[src/rtl/irq_ack_pkg.sv]
package irq_ack_pkg;
  typedef enum logic [1:0] {
    REG_CTRL = 2'd0,
    REG_MASK = 2'd1,
    REG_ACK  = 2'd2,
    REG_EOI  = 2'd3
  } reg_sel_e;

  typedef struct packed {
    logic     ackTake;
    logic     eoiRetire;
    logic     ctrlWr;
    logic     maskWr;
    logic     rdFire;
    reg_sel_e rdSel;
  } strobe_t;
endpackage

[src/rtl/irq_ack_ctrl.sv]
module irq_ack_ctrl
  import irq_ack_pkg::*;
(
  input  logic       clk,
  input  logic       rstN,
  input  logic       regRdEn,
  input  logic       regWrEn,
  input  logic [1:0] regAddr,
  input  logic       candQualify,
  input  logic       eoiMatch,
  output strobe_t    strb
);
  reg_sel_e sel;

  always_comb begin
    sel            = reg_sel_e'(regAddr);
    strb.rdSel     = sel;
    strb.rdFire    = regRdEn;
    strb.ackTake   = regRdEn && (sel == REG_ACK) && candQualify;
    strb.eoiRetire = regWrEn && (sel == REG_EOI) && eoiMatch;
    strb.ctrlWr    = regWrEn && (sel == REG_CTRL);
    strb.maskWr    = regWrEn && (sel == REG_MASK);
  end

  // an acknowledge is never granted without a read of the acknowledge register
  a_r5_ack_needs_read: assert property (@(posedge clk) disable iff (!rstN)
    strb.ackTake |-> (regRdEn && regAddr == 2'd2));
endmodule

[src/rtl/irq_ack_dp.sv]
module irq_ack_dp
  import irq_ack_pkg::*;
#(
  parameter int ID_W   = 10,
  parameter int PRIO_W = 8,
  parameter int SRC_W  = 3,
  parameter int SGI_N  = 16,
  parameter int MAX_ID = 510
) (
  input  logic              clk,
  input  logic              rstN,
  input  strobe_t           strb,
  input  logic [31:0]       regWrData,
  input  logic              candValid,
  input  logic [ID_W-1:0]   candId,
  input  logic [PRIO_W-1:0] candPrio,
  input  logic [SRC_W-1:0]  candSrc,
  output logic              candQualify,
  output logic              eoiMatch,
  output logic [31:0]       regRdData,
  output logic              irqOut,
  output logic              claimValid,
  output logic [ID_W-1:0]   claimId
);
  localparam int IDX_W = $clog2(MAX_ID + 1);
  localparam int ACT_N = 1 << IDX_W;
  localparam int SGI_W = $clog2(SGI_N);
  localparam logic [ID_W-1:0] SPURIOUS = {ID_W{1'b1}};
  localparam int WORD_USED = ID_W + SRC_W;

  logic              ctrlEn;
  logic [PRIO_W-1:0] prioMask;
  logic [ACT_N-1:0]  activeBits;
  logic [SRC_W-1:0]  sgiSrc [SGI_N];

  logic              candInRange, candIsSgi, candActive;
  logic [ID_W-1:0]   wrId;
  logic [SRC_W-1:0]  wrSrc;
  logic              wrInRange, wrIsSgi;
  logic [31:0]       ackWord, rdNext;
  logic              unusedWrHi;

  assign unusedWrHi = ^regWrData[31:WORD_USED];

  assign candInRange = (candId <= ID_W'(MAX_ID));
  assign candIsSgi   = (candId < ID_W'(SGI_N));
  assign candActive  = candInRange ? activeBits[candId[IDX_W-1:0]] : 1'b1;
  assign candQualify = ctrlEn && candValid && candInRange && !candActive
                       && (candPrio < prioMask);
  assign irqOut      = candQualify;

  assign wrId      = regWrData[ID_W-1:0];
  assign wrSrc     = regWrData[WORD_USED-1:ID_W];
  assign wrInRange = (wrId <= ID_W'(MAX_ID));
  assign wrIsSgi   = (wrId < ID_W'(SGI_N));
  assign eoiMatch  = wrInRange && activeBits[wrId[IDX_W-1:0]]
                     && (!wrIsSgi || (sgiSrc[wrId[SGI_W-1:0]] == wrSrc));

  always_comb begin
    ackWord = 32'(SPURIOUS);
    if (strb.ackTake)
      ackWord = 32'({(candIsSgi ? candSrc : {SRC_W{1'b0}}), candId});
    unique case (strb.rdSel)
      REG_CTRL: rdNext = {31'd0, ctrlEn};
      REG_MASK: rdNext = 32'(prioMask);
      REG_ACK:  rdNext = ackWord;
      default:  rdNext = 32'd0;
    endcase
  end

  always_ff @(posedge clk) begin
    if (!rstN) begin
      ctrlEn     <= 1'b0;
      prioMask   <= '0;
      regRdData  <= '0;
      claimValid <= 1'b0;
      claimId    <= '0;
    end else begin
      if (strb.ctrlWr) ctrlEn   <= regWrData[0];
      if (strb.maskWr) prioMask <= regWrData[PRIO_W-1:0];
      if (strb.rdFire) regRdData <= rdNext;
      claimValid <= strb.ackTake;
      if (strb.ackTake) claimId <= candId;
    end
  end

  for (genvar g = 0; g < ACT_N; g++) begin : g_active
    always_ff @(posedge clk) begin
      if (!rstN)
        activeBits[g] <= 1'b0;
      else if (strb.ackTake && candId == ID_W'(g))
        activeBits[g] <= 1'b1;
      else if (strb.eoiRetire && wrId == ID_W'(g))
        activeBits[g] <= 1'b0;
    end
  end

  for (genvar s = 0; s < SGI_N; s++) begin : g_sgi_src
    always_ff @(posedge clk) begin
      if (!rstN)
        sgiSrc[s] <= '0;
      else if (strb.ackTake && candId == ID_W'(s))
        sgiSrc[s] <= candSrc;
    end
  end

  // the acknowledged ID is active after the edge
  a_r5_ack_sets_active: assert property (@(posedge clk) disable iff (!rstN)
    strb.ackTake |=> activeBits[$past(candId[IDX_W-1:0])]);
  // a retired ID is no longer active
  a_r7_eoi_clears: assert property (@(posedge clk) disable iff (!rstN)
    strb.eoiRetire |=> !activeBits[$past(wrId[IDX_W-1:0])]);
  // without an acknowledge or a retire, active state holds
  a_r9_active_stable: assert property (@(posedge clk) disable iff (!rstN)
    (!strb.ackTake && !strb.eoiRetire) |=> $stable(activeBits));
  // no claim while disabled
  a_r1_disabled_no_claim: assert property (@(posedge clk) disable iff (!rstN)
    !ctrlEn |=> !claimValid);
  // a closed mask forwards nothing
  a_r2_zero_mask_quiet: assert property (@(posedge clk) disable iff (!rstN)
    (prioMask == '0) |-> !irqOut);
  // the topmost index is never set
  a_r4_no_out_of_range_active: assert property (@(posedge clk) disable iff (!rstN)
    $countones(activeBits[ACT_N-1:MAX_ID+1]) == 0);
endmodule

[src/rtl/irq_ack_if.sv]
module irq_ack_if
  import irq_ack_pkg::*;
#(
  parameter int ID_W   = 10,
  parameter int PRIO_W = 8,
  parameter int SRC_W  = 3,
  parameter int SGI_N  = 16,
  parameter int MAX_ID = 510
) (
  input  logic              clk,
  input  logic              rstN,
  input  logic              regRdEn,
  input  logic              regWrEn,
  input  logic [1:0]        regAddr,
  input  logic [31:0]       regWrData,
  output logic [31:0]       regRdData,
  input  logic              candValid,
  input  logic [ID_W-1:0]   candId,
  input  logic [PRIO_W-1:0] candPrio,
  input  logic [SRC_W-1:0]  candSrc,
  output logic              irqOut,
  output logic              claimValid,
  output logic [ID_W-1:0]   claimId
);
  strobe_t strb;
  logic    candQualify, eoiMatch;

  irq_ack_ctrl u_ctrl (
    .clk(clk), .rstN(rstN), .regRdEn(regRdEn), .regWrEn(regWrEn),
    .regAddr(regAddr), .candQualify(candQualify), .eoiMatch(eoiMatch),
    .strb(strb)
  );

  irq_ack_dp #(
    .ID_W(ID_W), .PRIO_W(PRIO_W), .SRC_W(SRC_W), .SGI_N(SGI_N), .MAX_ID(MAX_ID)
  ) u_dp (
    .clk(clk), .rstN(rstN), .strb(strb), .regWrData(regWrData),
    .candValid(candValid), .candId(candId), .candPrio(candPrio),
    .candSrc(candSrc), .candQualify(candQualify), .eoiMatch(eoiMatch),
    .regRdData(regRdData), .irqOut(irqOut), .claimValid(claimValid),
    .claimId(claimId)
  );

  // an acknowledge read returns either a valid ID or the spurious code
  a_r3_ack_id_range: assert property (@(posedge clk) disable iff (!rstN)
    ($past(regRdEn) && $past(regAddr) == 2'd2) |->
      (regRdData[ID_W-1:0] <= ID_W'(MAX_ID) || regRdData[ID_W-1:0] == {ID_W{1'b1}}));
  // a claim lasts a single cycle unless a second read follows
  a_r6_claim_after_read: assert property (@(posedge clk) disable iff (!rstN)
    claimValid |-> ($past(regRdEn) && $past(regAddr) == 2'd2));
endmodule

[config.mk]
export PLATFORM = sky130hd
export DESIGN_NAME = irq_ack_if
export DESIGN_NICKNAME = d
export VERILOG_FILES = /design/src/rtl/irq_ack_pkg.sv /design/src/rtl/irq_ack_ctrl.sv /design/src/rtl/irq_ack_dp.sv /design/src/rtl/irq_ack_if.sv
export SDC_FILE = /design/constraint.sdc
export NUM_CORES = 2
export LEC_CHECK = 0
export ABC_AREA = 1
export BUFFER_PORTS_ARGS = -buffer_cell sky130_fd_sc_hd__buf_4
export CORE_MARGIN = 4
export CORE_UTILIZATION = 35
export DETAILED_ROUTE_END_ITERATION = 8
export PLACE_DENSITY = 0.57
export SLEW_MARGIN = 15
export SYNTH_ARGS = -nofsm -noshare
export SYNTH_HDL_FRONTEND = slang
export SYNTH_SLANG_ARGS = --single-unit
[constraint.sdc]
create_clock -name clk -period 2.9 [get_ports clk]
set_input_delay 0.435 -clock clk [delete_from_list [all_inputs] [get_ports clk]]
set_output_delay 0.435 -clock clk [all_outputs]
set_load 0.1 [all_outputs]
; Word level (Yosys, flattened, before mapping)
; Memory sizes are Yosys's and may differ from the RTL's.
; Index checks and enable logic that the tools add are counted.
[totals]
inputBits = 60
out_inout_bits = 44
word_cells = 4218
mem_bits_rw = 48
ff_bits = 564
n_memories = 1
[mem_list]
columns = memory, depth, width, read_ports, rd_clocked_by_memory_dff, wr, line_no
row1 = u_dp.sgiSrc, 16, 3, 1, 0, 16, irq_ack_dp.sv:34  ; logic [SRC_W-1:0] sgiSrc [SGI_N];
[op_classes]
n_reduce_logical = 1554
n_eq_ne = 1026
muxes = 1097
n_lt_le_gt_ge = 7
n_bitwise = 16
[ops]
columns = operator, count
row1 = $eq 10x9->1 const B, 512
row2 = $eq 10x8->1 const B, 256
row3 = $eq 10x7->1 const B, 128
row4 = $mux 1, 1076
row5 = $logic_and 1x1->1, 1036
row6 = $reduce_bool 2->1, 512
row7 = $eq 10x6->1 const B, 64
row8 = $eq 10x5->1 const B, 32
row9 = $eq 10x4->1 const B, 16
row10 = $eq 10x3->1 const B, 8
row11 = $mux 3, 17
row12 = $eq 10x2->1 const B, 4
row13 = $pmux 13 s3, 1
row14 = $eq 10x1->1 const B, 2
row15 = $le 10x9->1 const B, 2
row16 = $logic_not 10->1, 2
row17 = $lt 10x5->1 const B, 2
row18 = $lt 9x10->1 const B, 2
row19 = $bmux 1 s9, 2
row20 = $or 1x1->1, 16
row21 = $mux 13, 1
row22 = $lt 8x8->1, 1
row23 = $eq 2x2->1 const B, 2
row24 = $eq 3x3->1, 1
row25 = other kinds (4), 5

; Depth between registers and ports, before layout
[logic_depth]
word_depth = 12
depth_mapped = 27
mapped_depth_nobuf = 22

; By module
; A second synthesis with hierarchy kept.
[hier_totals]
hier_cells = 5572
hier_area_um2 = 33928.8
[modules_own_cells]
columns = module, n_inst, cells_per_inst, seq_area_each_um2, area_per_inst_um2
row1 = irq_ack_dp, 1, 5559, 12351.8, 33868.7
row2 = irq_ack_ctrl, 1, 13, 0.0, 60.1

; Worst setup path after synthesis
; OpenSTA, ideal clock, no wires.
[synth_path]
path_kind = input -> register
from = input candId[0]
to = register u_dp.activeBits[108]
t_arrival_ps = 3065
setup_time_ps = 59
n_path_buf = 5
t_required_ps = 2841
path_stages = 24
slack_ps = -224
path_cell_list = buf_4 inv_2 nor2_1 buf_2 buf_1 nand2_1 nand4_1 nand2_1 nand2_1 nor2_1 nor2_1 nor2_1 nand2_1 nand2_1 nand2_1 o21ai_1 nand2_2 inv_2 nand2_2 nor2_4 buf_4 buf_4 nand3_1 nand2_1
[synth_between]
elab_chain_len = 9
elab_cells_between_ends = 13
classes_between = order compare: 1 / eq/ne: 1 / mux: 4 / reduce/logical: 7
[synth_rtl]
columns = item, line_no
row1 = "start, declared", irq_ack_if.sv:18  ; input logic [ID_W-1:0] candId,
row2 = $bmux 1 s9, irq_ack_dp.sv:47  ; assign candActive = candInRange ? activeBits[candId[IDX_W-1:0]] : 1'b1;
row3 = $mux 1 (not written as such), irq_ack_dp.sv:47
row4 = $mux 1, irq_ack_dp.sv:47
row5 = $logic_not 1->1, irq_ack_dp.sv:48  ; assign candQualify = ctrlEn && candValid && candInRange && !candActive
row6 = $logic_and 1x1->1 *, irq_ack_dp.sv:48
row7 = $logic_and 1x1->1 *, irq_ack_dp.sv:49  ; && (candPrio < prioMask);
row8 = via irqOut, irq_ack_if.sv:21  ; output logic irqOut,
row9 = $logic_and 1x1->1 *, irq_ack_ctrl.sv:19  ; strb.ackTake = regRdEn && (sel == REG_ACK) && candQualify;
row10 = $logic_and 1x1->1 *, irq_ack_dp.sv:91  ; else if (strb.ackTake && candId == ID_W'(g))
row11 = $mux 1 / $reduce_bool 2->1 (equally long branches), n/a
row12 = "end signal, assigned by index", irq_ack_dp.sv:90  ; activeBits[g] <= 1'b0;
row13 = "end signal, assigned by index", irq_ack_dp.sv:92  ; activeBits[g] <= 1'b1;
row14 = "end signal, assigned by index", irq_ack_dp.sv:94  ; activeBits[g] <= 1'b0;
row15 = "end, declared", irq_ack_dp.sv:33  ; logic [ACT_N-1:0] activeBits;
; Mark *: on every way through the listed nets, which the timed path passes. The rest lies on a longest branch. The select of a mux whose other input is x is not followed.
; A chain may end at the register's enable or synchronous reset.

; Worst setup path in the final report
[layout_path]
from = input candId[1]
to = register u_dp.activeBits[299]
[layout_between]
elab_chain_len = 9
elab_cells_between_ends = 13
classes_between = order compare: 1 / eq/ne: 1 / mux: 4 / reduce/logical: 7
[layout_rtl]
columns = item, line_no
row1 = $bmux 1 s9, irq_ack_dp.sv:47
row2 = $mux 1 (not written as such), irq_ack_dp.sv:47
row3 = $mux 1, irq_ack_dp.sv:47
row4 = $logic_not 1->1, irq_ack_dp.sv:48
row5 = $logic_and 1x1->1, irq_ack_dp.sv:48
row6 = $logic_and 1x1->1, irq_ack_dp.sv:49
row7 = $logic_and 1x1->1, irq_ack_ctrl.sv:19
row8 = $logic_and 1x1->1 *, irq_ack_dp.sv:91
row9 = $mux 1 / $reduce_bool 2->1 (equally long branches), n/a
; Mark *: on every way between the ends. The rest lies on a longest branch, timed or not. The select of a mux whose other input is x is not followed.

==> summary.json <==
{
  "synth_cells": {"value": 5767},
  "start_kind": {"value": "input port"},
  "synth_adder_area_share": {"value": 0.00242},
  "synth-edff-count": {"value": 48},
  "remaining_overflow_grt": {"value": 0},
  "rsz0062_at_grt": {"value": "yes"},
  "arrival": {"value": 3.87, "unit": "ns"},
  "max-vdd-ir-drop": {"value": 345, "unit": "µV"},
  "layout.nets": {"value": 6218},
  "pwr-share-clk": {"value": 0.459},
  "grt_first_pass_wirelength": {"value": 290000, "unit": "µm"},
  "drt_wl_total": {"value": 207000, "unit": "µm"},
  "design.die.area": {"value": 0.109, "unit": "mm²"},
  "yosys-mux-area-fraction": {"value": 0},
  "layout_commonest_cell": {"value": "nand2_1"},
  "post_route_cells_drive_above_1_share": {"value": 0.224},
  "cts_num_sinks": {"value": 593},
  "number_of_detailed_routing_iterations_run_before_antenna_repair": {"value": 7},
  "cts_tree": {"value": "built"},
  "numCtsBuffers": {"value": 72},
  "rows": {"value": 117},
  "placement.io_buffers": {"value": 65},
  "cp.required": {"value": 3.50, "unit": "ns"},
  "synth_area": {"value": 0.0362, "unit": "mm²"},
  "viasPerCell": {"value": 6.26},
  "routabilityCongestion": {"value": 1.00},
  "worst_pin_slew": {"value": 1.09, "unit": "ns"},
  "finalClockSkew": {"value": 0.0316, "unit": "ns"},
  "clk_pin_slew_worst_paths": {"value": 0.06, "unit": "ns"},
  "finalHoldViolations": {"value": 0},
  "vias_in_the_first_global_route": {"value": 42600},
  "final_critical_path_setup_slack": {"value": -0.371, "unit": "ns"},
  "power.density": {"value": 412, "unit": "mW/mm²"},
  "power_leakage": {"value": 18.3, "unit": "nW"},
  "htreeDepth": {"value": 3},
  "mostFrequentLayoutCells": {"value": "nand2_1 (1,833), buf_4 (555), dfxtp_1 (541), nor2_1 (504), nand4_1 (437)"},
  "syn_area_per_cell": {"value": 6.28, "unit": "µm²"},
  "initial_core_util": {"value": 0.354},
  "io_pins": {"value": 104},
  "preCtsSetupSlack": {"value": -0.956, "unit": "ns"},
  "postCtsHoldBufs": {"value": 0},
  "tns": {"value": -128.84, "unit": "ns"},
  "worst_slew_margin_rel": {"value": 0.271},
  "synth_top_family_by_area": {"value": "simple AND/OR/NAND/NOR gates"},
  "clock_insertion_delay_worst_skew": {"value": 0.67, "unit": "ns"},
  "initialDrtViolationCount": {"value": 7805},
  "clk_path_buf_depth": {"value": 3},
  "avgRoutedWirePerCell": {"value": 27.3, "unit": "µm"},
  "die_x": {"value": 330, "unit": "µm"},
  "netSwitchingFraction": {"value": 0.301},
  "setup_violations": {"value": 580},
  "synth-seq-area-share": {"value": 0.341},
  "seq_power_share": {"value": 0.405},
  "postSynth.topFlopCell": {"value": "dfxtp_1"},
  "finalMaxSlewViolations": {"value": 0},
  "power_frac_comb": {"value": 0.137},
  "failed_checks": {"value": "setup timing"},
  "ys_warn_count": {"value": 0},
  "synthXorXnorAreaFrac": {"value": 0.000242},
  "max_freq": {"value": 306, "unit": "MHz"},
  "maximum_number_of_pins_on_one_net_before_global_route_repair": {"value": 144},
  "async_flop_share": {"value": 0},
  "synth-simple-area-share": {"value": 0.405},
  "drcViolationCount": {"value": 0},
  "antenna_violations_before_repair": {"value": 5},
  "hp-class": {"value": "in2reg"},
  "fill_cells": {"value": 10200},
  "global_route.usage.total": {"value": 0.354},
  "post_synth_num_cell_types": {"value": 38},
  "routed-via-count": {"value": 47500},
  "die_height": {"value": 330, "unit": "µm"},
  "netSwitchingPower": {"value": 6.17, "unit": "mW"},
  "layout_worst_path_cycle_share": {"value": 1.13},
  "status": {"value": "complete, but fails checks"},
  "syn_to_final_growth": {"value": 37.6, "unit": "%"},
  "route.antenna.remaining_nets": {"value": 0},
  "worstPathMaxFanout": {"value": 18},
  "cts-root-buf": {"value": "clkbuf_16"},
  "setup.worst_path.end_class": {"value": "flip-flop"},
  "detailed_place_hpwl": {"value": 127000, "unit": "µm"},
  "start_to_end_type_of_the_worst_setup_path": {"value": "in2reg"},
  "finalCriticalPeriod": {"value": 3.27, "unit": "ns"},
  "core": {"value": 0.102, "unit": "mm²"},
  "intPower": {"value": 14.3, "unit": "mW"},
  "synth_compound_gate_area_share": {"value": 0.171},
  "maxCapViolCount": {"value": 0},
  "synth.ff_latch_count": {"value": 593}
}
==> timing repair <==
item	in CTS	in global routing
gates cloned	20	41
pin swaps	129	283
buffers inserted	39	53
endpoints found under the setup margin	591	616
resized for setup	187	420
==> cells by family (layout without fill, tap and decap cells) <==
| family | after synthesis | after routing |
|---|---|---|
| simple gates | 3410 | 3411 |
| compound gates | 1087 | 1087 |
| buf+inv | 668 | 1088 |
| flops | 593 | 593 |
| fa+ha+maj | 7 | 7 |
| other cells | 1 | 27 |
| xor+xnor | 1 | 1 |
==> path summary, 6_finish.rpt <==
| kind | from | endpoint | slack (ns) | cells past startpoint |
|---|---|---|---|---|
| worst max register to register | u_dp.activeBits[489] | u_dp.activeBits[299] | -0.33 | 26 |
| worst min register to register | u_dp.claimId[9] | u_dp.claimId[9] | 0.43 | 2 |
| worst max-delay path | candId[1] | u_dp.activeBits[299] | -0.37 | 28 |
| worst min-delay path | candSrc[0] | u_dp.regRdData[10] | 0.05 | 3 |
==> routing by layer <==
metal  GRT usage  up-vias  routed length, µm  part of all wire
met5           0        -                 13          0.000063
met4       0.221        2              15600             0.075
met3       0.109      927              29100              0.14
met2       0.506     3834              84600              0.41
met1       0.462    22200              77700              0.38
li1            -    20500                  -                 -
==> worst max-delay path, stage by stage <==
cell and delay, ns:
buf_6 0.12, nand2_2 0.11, clkinv_4 0.09, buf_6 0.20, buf_4 0.21, nand2_1 0.06, nand2_1 0.06, o21ai_1 0.15
nand2_1 0.06, nor2_1 0.20, nor2_1 0.08, nor2_2 0.18, nand2_1 0.07, nand2_1 0.06, nand2_1 0.05, o21ai_1 0.11
buf_4 0.13, nand2_2 0.06, buf_4 0.14, buf_4 0.13, nor2_4 0.15, buf_12 0.16, buf_12 0.12, buf_12 0.10
clkbuf_16 0.16, buf_12 0.12, nand4_1 0.13, a21oi_2 0.17
==> power by group through the flow <==
stage | clock [mW] | combinational, mW | sequential, mW
after global placement | 0 | 2.43 | 8.48
final | 9.40 | 2.80 | 8.30
after detailed placement | 0 | 2.43 | 8.48
after global routing | 9.71 | 2.77 | 8.30
after CTS | 9.41 | 2.53 | 8.30
after floorplan | 0 | 1.01 | 8.53
==> synth_stat cells, types with 2 or more instances <==
library cell	n	area (µm²)
a41oi_1	2	17.5
o31ai_1	3	22.5
inv_1	101	379
a22oi_1	280	2100
a211oi_1	2	15.0
or2_1	7	43.8
o21ai_0	270	1350
buf_1	51	191
ha_1	7	87.6
nand2_1	1855	6960
nand3_2	7	70.1
nand4_1	437	2730
inv_2	9	33.8
nor3_1	13	65.1
nor2_1	589	2210
nor2_2	7	43.8
edfxtp_1	48	1440
buf_4	51	383
clkbuf_1	302	1130
nor2_4	2	22.5
buf_6	3	33.8
buf_2	135	676
nand2_2	4	25.0
or2_2	22	138
dfxtp_1	545	10900
clkinv_1	16	60.1
nand3_1	465	2330
a21oi_1	505	2530
o21ai_1	20	100
==> sequential cells by signal (all words and copies together), names as in the netlist <==
signal and cells:
u_dp.activeBits 512, u_dp.claimId 10, u_dp.claimValid 1, u_dp.ctrlEn 1, u_dp.prioMask 8, u_dp.regRdData 13, u_dp.sgiSrc 48
==> area by class of cell <==
cell class / instances / area (µm²) / share of cell area
clock inverter: 23 / 224 / 0.00450
timing repair buffer: 833 / 9580 / 0.193
antenna: 8 / 20.0 / 0.000402
clock buffer: 106 / 2140 / 0.0430
tap: 1368 / 1710 / 0.0344
multi-input combinational: 4525 / 23200 / 0.466
sequential: 593 / 12400 / 0.248
inverter: 126 / 533 / 0.0107
==> metrics by stage <==
stage,power (mW),hold slack (ns),area (µm²),utilization,instances
final,20.5,0.0495,49800,0.487,7582
after global routing,20.8,0.0538,49800,0.487,7574
after CTS,20.2,0.0402,46700,0.457,7495
after detailed placement,10.9,0.428,42700,0.417,7308
after global placement,10.9,0.422,42700,0.417,7308
after floorplan,9.55,0.420,36300,-,5785
No activity file was read; power rests on OpenSTA's default activity.
